[src/rtl/uart_tx_pkg.sv]
package uart_tx_pkg;
  localparam int DATA_W = 8;
  localparam int MIN_BITS = 5;
  localparam int CNT_W = $clog2(DATA_W);

  typedef struct packed {
    logic [1:0] wlen;
    logic       par_en;
    logic       par_even;
    logic       par_stick;
    logic       two_stop;
  } line_cfg_t;

  typedef enum logic [2:0] {
    ST_IDLE, ST_START, ST_DATA, ST_PARITY, ST_STOP
  } tx_state_t;

  function automatic logic [3:0] data_count(input logic [1:0] wlen);
    return 4'(MIN_BITS) + {2'b00, wlen};
  endfunction

  function automatic logic [DATA_W-1:0] len_mask(input logic [1:0] wlen);
    return {DATA_W{1'b1}} >> (2'd3 - wlen);
  endfunction

  function automatic logic parity_calc(input logic [DATA_W-1:0] data,
                                       input line_cfg_t cfg);
    logic [DATA_W-1:0] kept;
    kept = data & len_mask(cfg.wlen);
    if (cfg.par_stick) return ~cfg.par_even;
    return cfg.par_even ? (^kept) : ~(^kept);
  endfunction
endpackage

[src/rtl/uart_tx_holding.sv]
module uart_tx_holding
  import uart_tx_pkg::*;
(
  input  logic              clk,
  input  logic              rst_n,
  input  logic              wr_en,
  input  logic [DATA_W-1:0] wr_data,
  input  logic              take,
  output logic [DATA_W-1:0] hold_data,
  output logic              hold_full
);
  always_ff @(posedge clk or negedge rst_n) begin
    if (!rst_n) begin
      hold_data <= '0;
      hold_full <= 1'b0;
    end else if (wr_en) begin
      hold_data <= wr_data;
      hold_full <= 1'b1;
    end else if (take) begin
      hold_full <= 1'b0;
    end
  end
endmodule

[src/rtl/uart_tx_seq.sv]
module uart_tx_seq
  import uart_tx_pkg::*;
(
  input  logic              clk,
  input  logic              rst_n,
  input  logic              tick,
  input  logic              hold_full,
  input  logic [DATA_W-1:0] hold_data,
  input  line_cfg_t         cfg_in,
  output logic              load,
  output logic              txd,
  output logic              busy
);
  tx_state_t         state;
  line_cfg_t         cfg_q;
  logic [DATA_W-1:0] shreg;
  logic [CNT_W-1:0]  bit_cnt;
  logic              stop_cnt;
  logic              par_q;
  logic              last_data;
  logic              last_stop;

  assign last_data = ({1'b0, bit_cnt} == data_count(cfg_q.wlen) - 4'd1);
  assign last_stop = (stop_cnt == cfg_q.two_stop);
  assign load = tick && hold_full &&
                ((state == ST_IDLE) || (state == ST_STOP && last_stop));
  assign busy = (state != ST_IDLE);

  always_ff @(posedge clk or negedge rst_n) begin
    if (!rst_n) begin
      state    <= ST_IDLE;
      cfg_q    <= '0;
      shreg    <= '0;
      bit_cnt  <= '0;
      stop_cnt <= 1'b0;
      par_q    <= 1'b0;
      txd      <= 1'b1;
    end else if (load) begin
      state    <= ST_START;
      cfg_q    <= cfg_in;
      shreg    <= hold_data;
      par_q    <= parity_calc(hold_data, cfg_in);
      txd      <= 1'b0;
    end else if (tick) begin
      case (state)
        ST_START: begin
          txd     <= shreg[0];
          shreg   <= shreg >> 1;
          bit_cnt <= '0;
          state   <= ST_DATA;
        end
        ST_DATA: begin
          if (last_data) begin
            stop_cnt <= 1'b0;
            if (cfg_q.par_en) begin
              txd   <= par_q;
              state <= ST_PARITY;
            end else begin
              txd   <= 1'b1;
              state <= ST_STOP;
            end
          end else begin
            txd     <= shreg[0];
            shreg   <= shreg >> 1;
            bit_cnt <= bit_cnt + 1'b1;
          end
        end
        ST_PARITY: begin
          txd      <= 1'b1;
          stop_cnt <= 1'b0;
          state    <= ST_STOP;
        end
        ST_STOP: begin
          if (last_stop) begin
            txd   <= 1'b1;
            state <= ST_IDLE;
          end else begin
            stop_cnt <= 1'b1;
          end
        end
        default: begin
          txd   <= 1'b1;
          state <= ST_IDLE;
        end
      endcase
    end
  end
endmodule

[src/rtl/uart_tx_line.sv]
module uart_tx_line
  import uart_tx_pkg::*;
(
  input  logic              clk,
  input  logic              rst_n,
  input  logic              baud_tick,
  input  logic              wr_en,
  input  logic [DATA_W-1:0] wr_data,
  input  logic [1:0]        word_len,
  input  logic              par_en,
  input  logic              par_even,
  input  logic              par_stick,
  input  logic              two_stop,
  output logic              txd,
  output logic              thr_empty,
  output logic              busy
);
  line_cfg_t         cfg_now;
  logic [DATA_W-1:0] hold_data;
  logic              hold_full;
  logic              load_evt;

  assign cfg_now = '{wlen: word_len, par_en: par_en, par_even: par_even,
                     par_stick: par_stick, two_stop: two_stop};
  assign thr_empty = ~hold_full;

  uart_tx_holding u_hold (
    .clk(clk), .rst_n(rst_n), .wr_en(wr_en), .wr_data(wr_data),
    .take(load_evt), .hold_data(hold_data), .hold_full(hold_full)
  );

  uart_tx_seq u_seq (
    .clk(clk), .rst_n(rst_n), .tick(baud_tick), .hold_full(hold_full),
    .hold_data(hold_data), .cfg_in(cfg_now), .load(load_evt),
    .txd(txd), .busy(busy)
  );
endmodule

[config.mk]
export PLATFORM = sky130hd
export DESIGN_NAME = uart_tx_line
export DESIGN_NICKNAME = d
export VERILOG_FILES = /design/src/rtl/uart_tx_pkg.sv /design/src/rtl/uart_tx_holding.sv /design/src/rtl/uart_tx_seq.sv /design/src/rtl/uart_tx_line.sv
export SDC_FILE = /design/constraint.sdc
export NUM_CORES = 1
export LEC_CHECK = 0
export ABC_AREA = 1
export BUFFER_PORTS_ARGS = -buffer_cell sky130_fd_sc_hd__buf_2
export CAP_MARGIN = 10
export CORE_MARGIN = 2
export CORE_UTILIZATION = 51
export DETAILED_ROUTE_END_ITERATION = 10
export GPL_TIMING_DRIVEN = 0
export PLACE_DENSITY = 0.8
export SLEW_MARGIN = 20
export SYNTH_ARGS = -nofsm -noshare
export SYNTH_HDL_FRONTEND = slang
export SYNTH_SLANG_ARGS = --single-unit
[constraint.sdc]
create_clock -name clk -period 1.6 [get_ports clk]
set_clock_uncertainty 0.1 [all_clocks]
set_input_delay 0.32 -clock clk [delete_from_list [all_inputs] [get_ports clk]]
set_output_delay 0.32 -clock clk [all_outputs]
set_load 0.005 [all_outputs]
After elaboration in Yosys (flattened, before gate mapping). Cells that the tools add are included.

Input port bits: 18. Output and inout port bits: 3. Register bits: 30. Logic and storage cells: 78.

Bitwise gates (word level): 5. Eq/ne operators: 12. Shift-type cells: 1. Reductions and logical operators: 17. Multiplexer cells: 28. $add $sub $neg: 4.

Operator list (count): two-way mux 8 bit (3); two-way mux 3 bit (6); one-hot mux 8 bit (2 select lines) (1); two-way mux 1 bit (14); one-hot mux 3 bit (4 select lines) (1); nonzero test 3 bit (3); AND 8 bit (1); XOR reduction 8 bit (1); >> shifter 8 x 2 -> 8 bit (first input constant) (1); equality test 3 x 2 -> 1 bit (second input constant) (2); inequality test 3 x 2 -> 1 bit (second input constant) (2); one-hot mux 1 bit (3 select lines) (2); one-hot mux 3 bit (2 select lines) (1); AND reduction 3 bit (2); nonzero test 2 bit (3); AND reduction 5 bit (1); adder 3 x 2 -> 4 bit (first input constant) (1); equality test 3 x 4 -> 1 bit (1); inequality test 2 bit (second input constant) (2); inverter 1 bit (4); AND reduction 4 bit (1); subtractor 4 x 1 -> 4 bit (second input constant) (1); adder 3 x 1 -> 3 bit (second input constant) (1); equality test 3 x 1 -> 1 bit (second input constant) (1); other kinds (9) (11).

Depth between registers and ports, before layout. Gate-level depths: netlist of the first run.

Depth after elaboration: 7. Mapped depth: 11. Gate-level depth less buffers: 11.

Modules after synthesis. A second synthesis of the first run with hierarchy kept.

Cell total of the unflattened synthesis: 205. Area total of the unflattened synthesis: 1632.8 um^2.

By module, submodules not included: uart_tx_seq (times used 1, sequential area each 526.8 um^2, cells each 166, area an instance 1287.5 um^2); uart_tx_holding (times used 1, sequential area each 225.2 um^2, cells each 38, area an instance 341.6 um^2); uart_tx_line (times used 1, sequential area each 0.0 um^2, cells each 1, area an instance 3.8 um^2).

Worst setup path after synthesis of the first run. OpenSTA, ideal clock, no wires.

Kind: flip-flop to flip-flop. Start point: register u_seq.state[0]. End point: register u_seq.shreg[5]. Period minus slack after synthesis: 1.521 ns. Data required time: 1.383 ns. Setup time: 0.117 ns. Arrival time: 1.304 ns. Path buffers: 1. Path slack: 0.079 ns. Stages on the path, launching flop included: 12. Path through: dfrtp_1 > nor2_2 > inv_2 > nor2_2 > nand3_4 > inv_4 > nor2_2 > nand2_2 > buf_6 > nand2_4 > nand2_1 > nand2_1.

Longest elaborated chain between the ends: 6. Elaborated cells on any way between the ends: 14. Classes of those cells: eq/ne (4); mux (3); reduce/logical (7).

RTL lines: start: declaration (line uart_tx_seq.sv:14) `tx_state_t state;`; start signal: assignment (line uart_tx_seq.sv:31) `state <= ST_IDLE;`; start signal: assignment (line uart_tx_seq.sv:39) `state <= ST_START;`; start signal: assignment (line uart_tx_seq.sv:50) `state <= ST_DATA;`; equality test 3 bit (line uart_tx_seq.sv:26) `((state == ST_IDLE) || (state == ST_STOP && last_stop));`; logical AND 1 bit (line uart_tx_seq.sv:26); logical OR 1 bit (line uart_tx_seq.sv:26); logical AND 1 bit (line uart_tx_seq.sv:25) `assign load = tick && hold_full &&`; inequality test 3 bit (no line) (tied with other cells); AND reduction 3 bit (no line); end signal: assignment (line uart_tx_seq.sv:41) `shreg <= hold_data;`; end signal: assignment (line uart_tx_seq.sv:48) `shreg <= shreg >> 1;`; end signal: assignment (line uart_tx_seq.sv:64) `shreg <= shreg >> 1;`; end: declaration (line uart_tx_seq.sv:16) `logic [DATA_W-1:0] shreg;`.

Several ways; a longest one is shown, not always the timed one. The select of a mux whose other input is x is not followed. A chain may end at the register's enable or synchronous reset.

Worst setup path after layout of the first run.
Start point: register u_seq.cfg_q[0] (netlist bit). End point: register u_seq.shreg[2].

Longest elaborated chain between the ends: 6. Elaborated cells on any way between the ends: 9. Classes of those cells: eq/ne (2); mux (1); reduce/logical (6).

RTL lines: start: declaration (line uart_tx_seq.sv:15) `line_cfg_t cfg_q;`; start signal: assignment (line uart_tx_seq.sv:40) `cfg_q <= cfg_in;`; equality test 1 bit * (line uart_tx_seq.sv:24) `assign last_stop = (stop_cnt == cfg_q.two_stop);`; logical AND 1 bit * (line uart_tx_seq.sv:26); logical OR 1 bit * (line uart_tx_seq.sv:26); logical AND 1 bit * (line uart_tx_seq.sv:25); inequality test 3 bit (no line) (tied with other cells); AND reduction 3 bit (no line).

Mark *: on every way between the ends. The rest lies on a longest branch, timed or not.

==> results of run 1 <==
## routing by layer
layer	global-route usage	routed length [µm]
met1	0.271	1450
met2	0.362	1740
met3	0.0611	154
met4	0.0921	95
met5	0	0
## flip-flops by register name, summed over array words and instances (netlist names)
name and count:
u_seq.cfg_q 4, u_seq.state 3, u_seq.stop_cnt 1, u_seq.shreg 8, u_seq.txd 1, u_seq.par_q 1, u_hold.hold_data 8, u_seq.bit_cnt 3
u_hold.hold_full 1
## report_power, final
group,switching (mW),internal (mW),leakage [nW],total [mW]
Combinational,0.832,0.656,0.636,1.49
Clock,0.252,0.175,0.0265,0.427
Sequential,0.160,0.996,0.377,1.16
## worst min-delay path: stages
cell     delay, ns
buf_2         0.07
nand2_1       0.04
o21ai_0       0.06
## per-stage QoR
step | power, mW | hold slack (ns) | util | TNS, ns
finish | 3.07 | 0.0845 | 0.664 | -0.166
floorplan | 1.97 | -0.0756 | - | 0
global placement | 2.20 | 0.290 | 0.573 | -0.515
detailed placement | 2.24 | 0.288 | 0.573 | -0.588
CTS | 2.82 | 0.0676 | 0.621 | 0
global route | 3.34 | 0.0648 | 0.664 | -1.58
## synthesized netlist by cell type (all sizes together)
cell / number / area, µm²
nand4: 2 / 12.5
nand3: 19 / 108
buf: 1 / 11.3
o211ai: 1 / 7.51
nor3: 1 / 5.00
nand2: 67 / 262
dfstp: 1 / 26.3
ha: 1 / 12.5
or2: 1 / 6.26
dfrtp: 29 / 726
a21oi: 2 / 13.8
a31oi: 1 / 6.26
o21ai: 28 / 144
clkbuf: 4 / 15.0
nor2: 11 / 53.8
o21bai: 1 / 7.51
inv: 26 / 100
xnor2: 4 / 35.0
xor2: 2 / 17.5
mux2i: 1 / 10.0
## worst max-delay path by stage
stage	end	slack [ns]
after CTS	u_seq.shreg[7]	0.004
after detailed placement	u_seq.shreg[5]	-0.08
after global placement	u_seq.shreg[5]	-0.08
after floorplan	u_seq.shreg[5]	0.08
final	u_seq.shreg[2]	-0.06
after global routing	u_seq.shreg[2]	-0.18
## timing repair
item                                   4_1_cts  5_1_grt
gates cloned                                 1        0
hold buffers                                 1        0
endpoints found under the hold margin       29        0
setup buffers                                9       10
pin swaps                                    4       10
setup endpoints to repair                   11       20
resized for setup                            7       24
## cell type report
class,count,area (µm²)
tap,33,41.3
timing repair buffer,39,246
inverter,26,100
multi-input combinational,142,769
fill,236,1010
buffer,5,33.8
sequential,30,753
clock buffer,8,48.8
## cells by family after synthesis
| logic type | count (synthesis) | share of synthesized area |
|---|---|---|
| buf+inv | 31 | 0.0800 |
| fa+ha+maj | 1 | 0.00792 |
| xor+xnor | 6 | 0.0333 |
| compound gates | 33 | 0.113 |
| simple gates | 101 | 0.283 |
| flops | 30 | 0.476 |
| mux | 1 | 0.00634 |
==> flow_results.xml, run 1 <==
<?xml version="1.0" encoding="UTF-8"?>
<metrics>
  <group name="grt">
    <metric name="antenna_found_initial" unit="">0</metric>
    <metric name="first_pass_grt_wire_length" unit="µm">5760</metric>
    <metric name="first_global_vias" unit="">1348</metric>
    <metric name="maximum_number_of_pins_on_one_net_before_global_route_repair" unit="">31</metric>
    <metric name="groute.usage.overall" unit="">0.220</metric>
    <metric name="grt_remaining_overflow" unit="">0</metric>
  </group>
  <group name="power_and_ir_drop">
    <metric name="static-leakage-power" unit="nW">1.04</metric>
    <metric name="p_per_area" unit="nW/µm²">1540</metric>
    <metric name="largest_vdd_supply_drop" unit="mV">0.808</metric>
  </group>
  <group name="die">
    <metric name="die_area" unit="µm²">3560</metric>
    <metric name="die_h" unit="µm">59.6</metric>
    <metric name="initial_utilization" unit="">0.526</metric>
    <metric name="fp-row-count" unit="">20</metric>
    <metric name="die_width" unit="µm">59.6</metric>
    <metric name="io_pins" unit="">21</metric>
    <metric name="core_area" unit="µm²">3000</metric>
  </group>
  <group name="logic_synthesis">
    <metric name="synth_cell_type_count" unit="">29</metric>
    <metric name="synth-seq-area-share" unit="">0.476</metric>
    <metric name="synth.net_count" unit="">222</metric>
    <metric name="postSynthAreaPerCell" unit="µm²">7.78</metric>
    <metric name="netlist_instances" unit="">203</metric>
    <metric name="syn_area" unit="µm²">1580</metric>
    <metric name="synth_warnings" unit="">0</metric>
    <metric name="postSynthRegisterBits" unit="">30</metric>
  </group>
  <group name="cells_and_area">
    <metric name="area_growth" unit="%">26.2</metric>
    <metric name="final_cell_mix" unit="">nand2_1 (59), dfrtp_1 (28), o21ai_0 (22), buf_2 (22), inv_1 (19)</metric>
    <metric name="finalNonFillerCells" unit="">283</metric>
    <metric name="antenna_cells_inserted" unit="">0</metric>
    <metric name="mostFrequentLayoutCell" unit="">nand2_1</metric>
    <metric name="layout.nets" unit="">268</metric>
    <metric name="post_route_cells_drive_above_1_share" unit="">0.304</metric>
    <metric name="final_design_area_no_fill" unit="µm²">1990</metric>
  </group>
  <group name="detailed_routing">
    <metric name="vias_per_cell" unit="">5.13</metric>
    <metric name="detail-route-antenna-nets" unit="">0</metric>
    <metric name="totalWireLength" unit="µm">3450</metric>
    <metric name="wire_per_inst" unit="µm">12.2</metric>
    <metric name="drt_drc_violations_left" unit="">0</metric>
    <metric name="drt_first_iter_violations" unit="">87</metric>
    <metric name="first_pass_iters" unit="">4</metric>
    <metric name="dr_total_vias" unit="">1451</metric>
  </group>
  <group name="sta">
    <metric name="drv_slew" unit="">0</metric>
    <metric name="timing_hold_violations_final" unit="">0</metric>
    <metric name="worst_pin_slew" unit="ns">0.670</metric>
    <metric name="post-route-period-util" unit="">1.04</metric>
    <metric name="rsz0062_at_grt" unit="">yes</metric>
    <metric name="finalCriticalPeriod" unit="ns">1.66</metric>
    <metric name="setup_violations" unit="">8</metric>
    <metric name="fmax" unit="MHz">602</metric>
    <metric name="maxSlewHeadroom" unit="">0.553</metric>
    <metric name="layout_setup_ws" unit="ns">-0.0608</metric>
  </group>
  <group name="clocking">
    <metric name="clock_latency" unit="ns">0.33</metric>
    <metric name="clock_tree_from_tritoncts" unit="">built</metric>
    <metric name="cts-buffers-inserted" unit="">5</metric>
    <metric name="clock_tree.htree_level_count" unit="">2</metric>
    <metric name="root_buffer_selected_by_cts" unit="">clkbuf_4</metric>
    <metric name="clock_sinks" unit="">30</metric>
    <metric name="cts-root-to-sink-buffers" unit="">2</metric>
    <metric name="worst_path_clk_slew" unit="ns">0.10</metric>
  </group>
  <group name="status">
    <metric name="status" unit="">finished with violations</metric>
    <metric name="failing_checks" unit="">setup timing</metric>
  </group>
  <group name="hold_path">
    <metric name="min_path_type" unit="">in2reg</metric>
    <metric name="hold_path_endpoint" unit="">u_seq.cfg_q[3]</metric>
    <metric name="hp-start" unit="">par_en</metric>
    <metric name="hold_depth" unit="">3</metric>
  </group>
  <group name="critical_path">
    <metric name="cp_data_required_time" unit="ns">1.76</metric>
    <metric name="ff2ff_path_depth" unit="">6</metric>
    <metric name="cp-end-kind" unit="">flip-flop</metric>
    <metric name="slowest_delay" unit="ns">0.43</metric>
    <metric name="worstReg2RegEnd" unit="">u_seq.shreg[2]</metric>
    <metric name="worst_flop_to_flop_path_startpoint" unit="">u_seq.cfg_q[0]</metric>
    <metric name="start_kind" unit="">flip-flop</metric>
    <metric name="reg_to_reg_slack_setup" unit="ns">-0.06</metric>
    <metric name="critical_path.max_fanout" unit="">10</metric>
    <metric name="crit_path_launch" unit="">u_seq.cfg_q[0]</metric>
    <metric name="critical_path_class" unit="">reg2reg</metric>
    <metric name="worst-path-buf-inv" unit="">1</metric>
    <metric name="arrival" unit="ns">1.82</metric>
    <metric name="worst_path_dominant_cell_family" unit="">compound AO/OA/AOI/OAI gates</metric>
    <metric name="crit_chain" unit="">o21ai_2 -&gt; nand3_4 -&gt; clkbuf_2 -&gt; o21ai_0 -&gt; nand2_2 -&gt; nand2_1</metric>
    <metric name="cp.depth" unit="">6</metric>
    <metric name="crit_path_top_delay_cell" unit="">dfrtp_1</metric>
  </group>
  <group name="place">
    <metric name="post_dp_cell_area" unit="µm²">1720</metric>
    <metric name="hpwlAfterDp" unit="µm">2200</metric>
    <metric name="placed_cells" unit="">256</metric>
    <metric name="quantity_of_i_o_buffers_inserted_on_ports" unit="">20</metric>
    <metric name="gpl.final_weighted_congestion" unit="">0.804</metric>
    <metric name="pre_cts_slack" unit="ns">-0.0811</metric>
  </group>
  <group name="job">
    <metric name="drv_cap" unit="">0</metric>
  </group>
</metrics>
Note: power is estimated with default switching activity, not from simulation.
==> run 2: changes to the inputs <==
RECOVER_POWER = 25   (was default)
==> run 2 against run 1 <==
The run still ends with setup timing left; first-iteration DRC count is the same; sequential share of layout area is essentially flat; final cell count is the same; sequential power is essentially flat; critical endpoint unchanged; highest routed layer unchanged.
==> flow_results.xml, run 2 (synthesized netlist as in run 1, its figures left out) <==
<?xml version="1.0" encoding="UTF-8"?>
<metrics>
  <group name="clocking">
    <metric name="cts-buffers-inserted" unit="">5</metric>
    <metric name="root_buffer_selected_by_cts" unit="">clkbuf_4</metric>
    <metric name="clock_tree_from_tritoncts" unit="">built</metric>
    <metric name="clock_sinks" unit="">30</metric>
    <metric name="clock_latency" unit="ns">0.33</metric>
    <metric name="cts-root-to-sink-buffers" unit="">2</metric>
    <metric name="clock_tree.htree_level_count" unit="">2</metric>
    <metric name="worst_path_clk_slew" unit="ns">0.10</metric>
  </group>
  <group name="detailed_routing">
    <metric name="drt_drc_violations_left" unit="">0</metric>
    <metric name="detail-route-antenna-nets" unit="">0</metric>
    <metric name="drt_first_iter_violations" unit="">87</metric>
    <metric name="vias_per_cell" unit="">5.12</metric>
    <metric name="totalWireLength" unit="µm">3450</metric>
    <metric name="dr_total_vias" unit="">1449</metric>
    <metric name="first_pass_iters" unit="">4</metric>
    <metric name="wire_per_inst" unit="µm">12.2</metric>
  </group>
  <group name="critical_path">
    <metric name="cp-end-kind" unit="">flip-flop</metric>
    <metric name="arrival" unit="ns">1.82</metric>
    <metric name="critical_path.max_fanout" unit="">10</metric>
    <metric name="start_kind" unit="">flip-flop</metric>
    <metric name="critical_path_class" unit="">reg2reg</metric>
    <metric name="cp_data_required_time" unit="ns">1.76</metric>
  </group>
  <group name="grt">
    <metric name="first_global_vias" unit="">1348</metric>
    <metric name="groute.usage.overall" unit="">0.220</metric>
    <metric name="antenna_found_initial" unit="">0</metric>
    <metric name="maximum_number_of_pins_on_one_net_before_global_route_repair" unit="">31</metric>
    <metric name="grt_remaining_overflow" unit="">0</metric>
    <metric name="first_pass_grt_wire_length" unit="µm">5760</metric>
  </group>
  <group name="power_and_ir_drop">
    <metric name="p_per_area" unit="nW/µm²">1540</metric>
    <metric name="largest_vdd_supply_drop" unit="mV">0.808</metric>
    <metric name="design_power_total" unit="mW">3.07</metric>
    <metric name="static-leakage-power" unit="nW">1.04</metric>
  </group>
  <group name="die">
    <metric name="die_width" unit="µm">59.6</metric>
    <metric name="io_pins" unit="">21</metric>
    <metric name="initial_utilization" unit="">0.526</metric>
    <metric name="fp-row-count" unit="">20</metric>
    <metric name="die_area" unit="µm²">3560</metric>
    <metric name="die_h" unit="µm">59.6</metric>
    <metric name="core_area" unit="µm²">3000</metric>
  </group>
  <group name="sta">
    <metric name="drv_slew" unit="">0</metric>
    <metric name="worst_pin_slew" unit="ns">0.746</metric>
    <metric name="layout_setup_ws" unit="ns">-0.0606</metric>
    <metric name="maxSlewHeadroom" unit="">0.503</metric>
    <metric name="finalCriticalPeriod" unit="ns">1.66</metric>
    <metric name="timing_hold_violations_final" unit="">0</metric>
    <metric name="fin_worst_hold_slack" unit="ns">0.0845</metric>
    <metric name="rsz0062_at_grt" unit="">yes</metric>
    <metric name="post-route-period-util" unit="">1.04</metric>
    <metric name="setup_violations" unit="">8</metric>
    <metric name="fmax" unit="MHz">602</metric>
  </group>
  <group name="status">
    <metric name="status" unit="">finished with violations</metric>
    <metric name="failing_checks" unit="">setup timing</metric>
  </group>
  <group name="place">
    <metric name="hpwlAfterDp" unit="µm">2200</metric>
    <metric name="quantity_of_i_o_buffers_inserted_on_ports" unit="">20</metric>
    <metric name="gpl.final_weighted_congestion" unit="">0.804</metric>
  </group>
  <group name="hold_path">
    <metric name="min_path_type" unit="">in2reg</metric>
  </group>
  <group name="cells_and_area">
    <metric name="mostFrequentLayoutCell" unit="">nand2_1</metric>
    <metric name="final.fill_count" unit="">236</metric>
    <metric name="largestRegisters" unit="">u_hold.hold_data x8, u_seq.shreg x8, u_seq.cfg_q x4</metric>
    <metric name="ff_latch_area" unit="µm²">753</metric>
    <metric name="antenna_cells_inserted" unit="">0</metric>
    <metric name="area_growth" unit="%">26.1</metric>
    <metric name="post_route_cells_drive_above_1_share" unit="">0.300</metric>
    <metric name="multi_input_comb_area" unit="µm²">769</metric>
    <metric name="layout.nets" unit="">268</metric>
    <metric name="final_cell_mix" unit="">nand2_1 (59), dfrtp_1 (28), o21ai_0 (22)</metric>
  </group>
  <group name="job">
    <metric name="drv_cap" unit="">0</metric>
  </group>
</metrics>
[run 2: cell count changes in the layout (fill, tap and decap cells not counted)]
cell	change
buf_2	-2
clkbuf_1	+1
clkbuf_2	+1
[run 2: timing repair]
action / 4_1_cts / 5_1_grt
setup endpoints to repair: 11 / 20
gates resized for setup: 7 / 24
gates cloned: 1 / 0
buffers inserted: 9 / 10
hold endpoints to repair: 29 / 0
pin swaps: 4 / 10
hold buffers: 1 / 0
[run 2: report_power, final]
| part | internal (mW) | switching (mW) |
|---|---|---|
| sequential | 0.996 | 0.160 |
| clock | 0.175 | 0.252 |
| combinational | 0.655 | 0.832 |
| total | 1.83 | 1.24 |
[run 2: final cells by class]
class                   instances  share of cell area
well taps                      33              0.0207
clock buffers                   8              0.0245
inverters                      26              0.0503
plain buffers                   5              0.0170
multi-input cells             142               0.386
flip-flops and latches         30               0.378
repair buffers                 39               0.123
[run 2: through the flow]
stage	std cells	area, µm²	util	setup slack, ns	setup TNS (ns)
floorplan	203	1580	-	0.0791	0
global placement	256	1720	0.573	-0.0820	-0.515
detailed placement	256	1720	0.573	-0.0811	-0.588
CTS	275	1870	0.621	0.00410	0
global route	283	1990	0.663	-0.180	-1.58
finish	283	1990	0.663	-0.0606	-0.166
[run 2: path summary, 6_finish.rpt]
kind / start / to / slack [ns] / cells past startpoint
max in group asynchronous: rst_n / u_seq.state[0] / 0.41 / 2
worst min-delay path: par_en / u_seq.cfg_q[3] / 0.08 / 3
min in group asynchronous: rst_n / u_seq.state[1] / 0.47 / 2
worst max-delay path: u_seq.cfg_q[0] / u_seq.shreg[2] / -0.06 / 6
worst max register to register: u_seq.cfg_q[0] / u_seq.shreg[2] / -0.06 / 6
worst min register to register: u_seq.txd / u_seq.txd / 0.37 / 2
[run 2: per-layer routing]
| metal | track usage | wire length (µm) | up-vias |
|---|---|---|---|
| met4 | 0.0921 | 95 | 0 |
| met3 | 0.0611 | 152 | 12 |
| met2 | 0.362 | 1740 | 36 |
| li1 | - | - | 741 |
| met5 | 0 | 0 | - |
| met1 | 0.271 | 1460 | 660 |
[run 2: worst max-delay path, stage by stage (launching register included)]
cell and delay (ns):
dfrtp_1 0.43, o21ai_2 0.25, nand3_4 0.17, clkbuf_2 0.22, o21ai_0 0.27, nand2_2 0.08, nand2_1 0.07
